`src/rtl/dr_rx_pkg.sv`:
```
// Package dr_rx_pkg
// Shared encoding of one rail pair, written {true, false}, and the decoder
// used by the per-bit logic. Assumes rest is both rails low.
package dr_rx_pkg;

    typedef enum logic [1:0] {
        PAIR_REST    = 2'b00,
        PAIR_ZERO    = 2'b01,
        PAIR_ONE     = 2'b10,
        PAIR_INVALID = 2'b11
    } pair_code_e;

    typedef struct packed {
        logic valid;
        logic rest;
        logic bad;
        logic value;
    } pair_info_t;

    // Turn one rail pair into its decoded flags
    function automatic pair_info_t decode_pair(input logic t, input logic f);
        pair_info_t info;
        info = '0;
        case (pair_code_e'({t, f}))
            PAIR_REST:    info.rest  = 1'b1;
            PAIR_ZERO:    info.valid = 1'b1;
            PAIR_ONE:     begin info.valid = 1'b1; info.value = 1'b1; end
            default:      info.bad   = 1'b1;
        endcase
        return info;
    endfunction

endpackage

```
`src/rtl/dr_sync.sv`:
```
// Module dr_sync
// Multi-flop synchroniser for a bus of independent asynchronous wires.
// Assumes each wire is used on its own. Bits are not treated as a coherent
// group: the completion logic further on handles skew between them.
module dr_sync #(
    parameter int W     = 16,
    parameter int DEPTH = 2
) (
    input  logic         clk,
    input  logic         rst_n,
    input  logic [W-1:0] d_in,
    output logic [W-1:0] d_out
);

    logic [W-1:0] stage_q [DEPTH];

    generate
        for (genvar s = 0; s < DEPTH; s++) begin : g_stage
            if (s == 0) begin : g_first
                // First flop samples the raw wires
                always_ff @(posedge clk) begin
                    if (!rst_n) stage_q[0] <= '0;
                    else        stage_q[0] <= d_in;
                end
            end else begin : g_next
                // Later flops resolve metastability
                always_ff @(posedge clk) begin
                    if (!rst_n) stage_q[s] <= '0;
                    else        stage_q[s] <= stage_q[s-1];
                end
            end
        end
    endgenerate

    assign d_out = stage_q[DEPTH-1];

endmodule

```
`src/rtl/dr_pair_decode.sv`:
```
// Module dr_pair_decode
// Decodes each synchronised rail pair into valid, rest, bad and value flags.
// Pure combinational logic. Assumes the inputs are already synchronised.
module dr_pair_decode
    import dr_rx_pkg::*;
#(
    parameter int N = 8
) (
    input  logic [N-1:0] t_in,
    input  logic [N-1:0] f_in,
    output logic [N-1:0] valid,
    output logic [N-1:0] rest,
    output logic [N-1:0] bad,
    output logic [N-1:0] value
);

    generate
        for (genvar i = 0; i < N; i++) begin : g_bit
            pair_info_t info;
            // Decode a single pair
            always_comb info = decode_pair(t_in[i], f_in[i]);
            assign valid[i] = info.valid;
            assign rest[i]  = info.rest;
            assign bad[i]   = info.bad;
            assign value[i] = info.value;
        end
    endgenerate

endmodule

```
`src/rtl/dr_completion.sv`:
```
// Module dr_completion
// Clocked model of a completion tree of held-state cells. The output rises
// when every bit is valid and falls when every bit is at rest; otherwise it
// holds. The reductions are built as a balanced pairwise tree.
// Assumes decoded flags come from one clock domain.
module dr_completion #(
    parameter int N = 8
) (
    input  logic         clk,
    input  logic         rst_n,
    input  logic [N-1:0] valid,
    input  logic [N-1:0] rest,
    output logic         complete,
    output logic         capture
);

    localparam int LEVELS = (N > 1) ? $clog2(N) : 1;
    localparam int WIDTH  = 1 << LEVELS;

    logic [WIDTH-1:0] all_v [LEVELS+1];
    logic [WIDTH-1:0] all_r [LEVELS+1];
    logic             state_q;

    // Tree leaves; unused leaves are neutral for both reductions
    always_comb begin
        all_v[0] = '1;
        all_r[0] = '1;
        all_v[0][N-1:0] = valid;
        all_r[0][N-1:0] = rest;
    end

    generate
        for (genvar l = 0; l < LEVELS; l++) begin : g_lvl
            for (genvar j = 0; j < (WIDTH >> (l + 1)); j++) begin : g_node
                assign all_v[l+1][j] = all_v[l][2*j] & all_v[l][2*j+1];
                assign all_r[l+1][j] = all_r[l][2*j] & all_r[l][2*j+1];
            end
            if ((WIDTH >> (l + 1)) < WIDTH) begin : g_pad
                assign all_v[l+1][WIDTH-1:(WIDTH >> (l + 1))] = '0;
                assign all_r[l+1][WIDTH-1:(WIDTH >> (l + 1))] = '0;
            end
        end
    endgenerate

    // Held-state cell: set on all valid, clear on all rest, else keep
    always_ff @(posedge clk) begin
        if (!rst_n)             state_q <= 1'b0;
        else if (all_v[LEVELS][0]) state_q <= 1'b1;
        else if (all_r[LEVELS][0]) state_q <= 1'b0;
    end

    assign complete = state_q;
    assign capture  = all_v[LEVELS][0] & ~state_q;

endmodule

```
`src/rtl/dr_rx.sv`:
```
// Module dr_rx
// Dual-rail word receiver. Synchronises 2N rails, decodes the pairs, detects
// word completion and return to rest, captures the word, and drives a
// four-phase acknowledge that follows completion by one cycle.
// Assumes the sender keeps to the return-to-rest protocol. Faulty pairs are
// flagged and never counted as valid.
module dr_rx #(
    parameter int N          = 8,
    parameter int SYNC_DEPTH = 2
) (
    input  logic         clk,
    input  logic         rst_n,
    input  logic [N-1:0] rail_t,
    input  logic [N-1:0] rail_f,
    output logic [N-1:0] data_out,
    output logic         done,
    output logic         ack,
    output logic         err
);

    localparam int BUS_W = 2 * N;

    logic [BUS_W-1:0] sync_bus;
    logic [N-1:0]     bit_valid, bit_rest, bit_bad, bit_value;
    logic             complete, capture, any_illegal;
    logic [N-1:0]     data_q;
    logic             ack_q, err_q;

    dr_sync #(.W(BUS_W), .DEPTH(SYNC_DEPTH)) sync_i (
        .clk   (clk),
        .rst_n (rst_n),
        .d_in  ({rail_t, rail_f}),
        .d_out (sync_bus)
    );

    dr_pair_decode #(.N(N)) dec_i (
        .t_in  (sync_bus[BUS_W-1:N]),
        .f_in  (sync_bus[N-1:0]),
        .valid (bit_valid),
        .rest  (bit_rest),
        .bad   (bit_bad),
        .value (bit_value)
    );

    dr_completion #(.N(N)) cmp_i (
        .clk      (clk),
        .rst_n    (rst_n),
        .valid    (bit_valid),
        .rest     (bit_rest),
        .complete (complete),
        .capture  (capture)
    );

    assign any_illegal = |bit_bad;

    // Load the word only at the moment completion is first reached
    always_ff @(posedge clk) begin
        if (!rst_n)       data_q <= '0;
        else if (capture) data_q <= bit_value;
    end

    // Acknowledge trails the completion state by one cycle
    always_ff @(posedge clk) begin
        if (!rst_n) ack_q <= 1'b0;
        else        ack_q <= complete;
    end

    // Sticky coding-fault flag
    always_ff @(posedge clk) begin
        if (!rst_n)           err_q <= 1'b0;
        else if (any_illegal) err_q <= 1'b1;
    end

    assign data_out = data_q;
    assign done     = complete;
    assign ack      = ack_q;
    assign err      = err_q;

endmodule

```
`config.mk`:
```
export PLATFORM = sky130hd
export DESIGN_NAME = dr_rx
export DESIGN_NICKNAME = d
export VERILOG_FILES = /design/src/rtl/dr_rx_pkg.sv /design/src/rtl/dr_sync.sv /design/src/rtl/dr_pair_decode.sv /design/src/rtl/dr_completion.sv /design/src/rtl/dr_rx.sv
export SDC_FILE = /design/constraint.sdc
export NUM_CORES = 1
export LEC_CHECK = 0
export ABC_AREA = 1
export BUFFER_PORTS_ARGS = -buffer_cell sky130_fd_sc_hd__buf_2
export CAP_MARGIN = 10
export CORE_MARGIN = 2
export CORE_UTILIZATION = 59
export DETAILED_ROUTE_END_ITERATION = 7
export PLACE_DENSITY = 0.9
export SYNTH_ARGS = -nofsm -noshare
export SYNTH_HDL_FRONTEND = slang
export SYNTH_SLANG_ARGS = --single-unit
```
`constraint.sdc`:
```
create_clock -name clk -period 2.5 [get_ports clk]
set_input_delay 0.125 -clock clk [delete_from_list [all_inputs] [get_ports clk]]
set_output_delay 0.125 -clock clk [all_outputs]
set_load 0.05 [all_outputs]
```
==> results.tsv <==
stage	metric	value	unit
outcome	status	finished clean	
setup_path	reg2reg_depth	8	
detailed_routing	ant_nets	0	
finish	fillers	224	
synthesis	syn_area_per_cell	8.01	um^2
setup_path	cp_num_buf_inv	2	
setup_path	critical_path_depth	8	
clock_tree	root_buffer	clkbuf_4	
grt	grt_usage	20.9	%
setup_path	critical_path.max_stage_delay	380	ps
synthesis	synth_cells	230	
clock_tree	htree_levels	2	
synthesis	syn_area	1840	um^2
synthesis	yosys_warnings	0	
timing	finalSetupTns	0	ps
timing	hold_viol	0	
finish	n_antenna_cell	0	
synthesis	synth_common_cells	inv_1, nand2_1, dfxtp_1, ha_1, nor2_1	
synthesis	netlist_top_cells_area	dfxtp_1, ha_1, inv_1	
flow_run	maxCapViolations	0	
place	portBuffers	28	
timing	clock.fmax	678	MHz
timing	period_share	59.0	%
die	rows	20	
synthesis	synth_cell_types	16	
place	post-dp-hpwl	1.86	mm
pwr	p_per_area	553	nW/um^2
clock_tree	numCtsBuffers	5	
synthesis	async_flop_share	0	%
setup_path	cp.arrival	1760	ps
finish	seq_area	861	um^2
die	core-area	3000	um^2
grt	grt_pass1_vias	1313	
detailed_routing	wl_per_cell	10.1	um
synthesis	netlist.area_leader.share	46.7	%
setup_path	worst_setup_path_end_kind	flip-flop	
clock_tree	ctsResizeCount	0	
setup_path	criticalPathCategory	reg -> reg	
detailed_routing	wl	3.12	mm
clock_tree	post_cts_buffers	0	
clock_tree	holdBufCountCts	16	
pwr	p_leak	1.30	nW
die	ios	29	
detailed_routing	routed_via_density	4.33	
place	gp_congestion	0.784	
grt	antenna_found_initial	0	
finish	multi_input_area	679	um^2
worst_hold_path	whs_path_depth	3	
synthesis	ys_seq_area_share	46.7	%
die	initial_core_util	61.3	%
synthesis	ys_seq_elements	43	
finish	stdcell_count	309	
setup_path	crit_slowest_cell	dfxtp_1	
timing	maxSlewHeadroom	55.1	%
synthesis	synth_most_common_cell	inv_1	
die	die_area	3580	um^2
clock_tree	cts.sinks	43	
place	dp_cells	286	
detailed_routing	vias	1338	
timing	worstMarginPinSlew	674	ps
grt	grt_pass1_wl	5.37	mm
timing	drv_slew	0	
finish	syn_to_final_growth	21.3	%
synthesis	synth-edff-count	0	
timing	finClkSkew	5.11	ps
finish	drive_gt1_share	14.1	%
die	die_w	59.9	um
grt	overflow	0	
synthesis	yosys_most_used_dff	dfxtp_1	
pwr	ir_worst_vdd	0.419	mV
setup_path	cp_cell_sequence	inv_1 -> ha_1 -> nand2_1 -> nor2_4 -> nand3_4 -> nand2_1 -> inv_1 -> nor2_1	
timing	setup_viol	0	
detailed_routing	drc	0	
grt	grt_max_degree	44	
setup_path	worstPathMaxFanout	10	
clock_tree	clk_pin_slew	120	ps
clock_tree	cts_tree	done	
setup_path	crit_required	2790	ps
synthesis	yosysTopAreaCell	dfxtp_1	
detailed_routing	drt-pass1-iter-count	4	
setup_path	crit_family	simple AND/OR/NAND/NOR gates	
timing	finalCriticalPeriod	1480	ps
clock_tree	clkLatencyLatePin	340	ps
worst_hold_path	min_path_type	in -> reg	
detailed_routing	drt_iter0_drc	30	
setup_path	start_kind	flip-flop	
synthesis	synth_nets	272	
timing	rsz0062_at_grt	no	
finish	num-nets-final	318	
clock_tree	cts_max_path_buffers	2	
die	die_y	59.9	um
-- state kept, by name, indices dropped and copies added, names as in the netlist --
name / flops
data_out: 8
ack: 1
err: 1
sync_i.stage_q: 32
cmp_i.complete: 1
-- path summary, 6_finish.rpt --
kind / end / slack, ps / start
setup reg to reg: data_out[1] / 1020 / sync_i.stage_q[1][14]
setup / recovery: data_out[1] / 1020 / sync_i.stage_q[1][14]
hold reg to reg: sync_i.stage_q[1][3] / 420 / sync_i.stage_q[0][3]
hold / removal: sync_i.stage_q[1][8] / 300 / rst_n
-- cells in the final DEF, fill, tap and decap left out, drive strengths merged --
cell type	netlist	final
buf	4	28
inv	73	73
nor2	13	13
nand3	2	2
nor3	1	1
nand4	10	10
o21ai	1	1
dfxtp	43	43
dlygate4sd3	0	16
ha	24	24
clkinvlp	0	1
o21a	1	1
clkbuf	1	5
bufinv	0	1
clkinv	1	1
nand2	56	56
-- where the power goes --
part / leakage (nW) / internal [mW] / switching [mW] / total, mW
Combinational: 0.907 / 0.0488 / 0.0531 / 0.102
Clock: 0.0373 / 0.205 / 0.207 / 0.412
Sequential: 0.353 / 0.710 / 0.0112 / 0.722
-- layer usage --
metal	share of wire (%)	track usage, %	vias to the layer above
li1	-	-	737
met1	41	21.5	562
met2	52	38.2	35
met3	4.9	6.49	4
met4	1.7	9.52	0
met5	0	0	-
-- kinds of logic (layout without fill, tap and decap cells) --
| kind of cell | count (synthesis) | after routing | share of synthesized area (%) |
|---|---|---|---|
| and+or+nand+nor | 82 | 82 | 19.9 |
| adders and majority gates | 24 | 24 | 16.3 |
| buffers and inverters | 79 | 125 | 16.4 |
| DFF | 43 | 43 | 46.7 |
| AOI/OAI and AO/OA | 2 | 2 | 0.679 |
-- stage by stage --
step / utilization, % / power [mW] / area (um^2) / hold slack [ps] / setup WS [ps]
2_1_floorplan: - / 0.791 / 1840 / 218 / 1070
3_3_place_gp: 66.6 / 0.811 / 2000 / 306 / 1130
3_5_place_dp: 66.6 / 0.816 / 2000 / 308 / 1030
4_1_cts: 74.4 / 1.24 / 2230 / 273 / 1010
5_1_grt: 74.4 / 1.30 / 2230 / 320 / 861
6_report: 74.4 / 1.24 / 2230 / 298 / 1020
-- worst register-to-register path: stages, from the launching register on --
cell	delay (ps)
dfxtp_1	380
inv_1	50
ha_1	280
nand2_1	90
nor2_4	240
nand3_4	150
nand2_1	90
inv_1	40
nor2_1	90
-- area by class of cell --
| class | instances | area share, % |
|---|---|---|
| Inverter | 74 | 12.4 |
| Sequential cell | 43 | 38.5 |
| Clock inverter | 2 | 1.68 |
| Tap cell | 33 | 1.85 |
| Clock buffer | 5 | 1.68 |
| Multi-Input combinational cell | 108 | 30.4 |
| Timing Repair Buffer | 44 | 13.4 |
(Power assumes the default switching activity.)
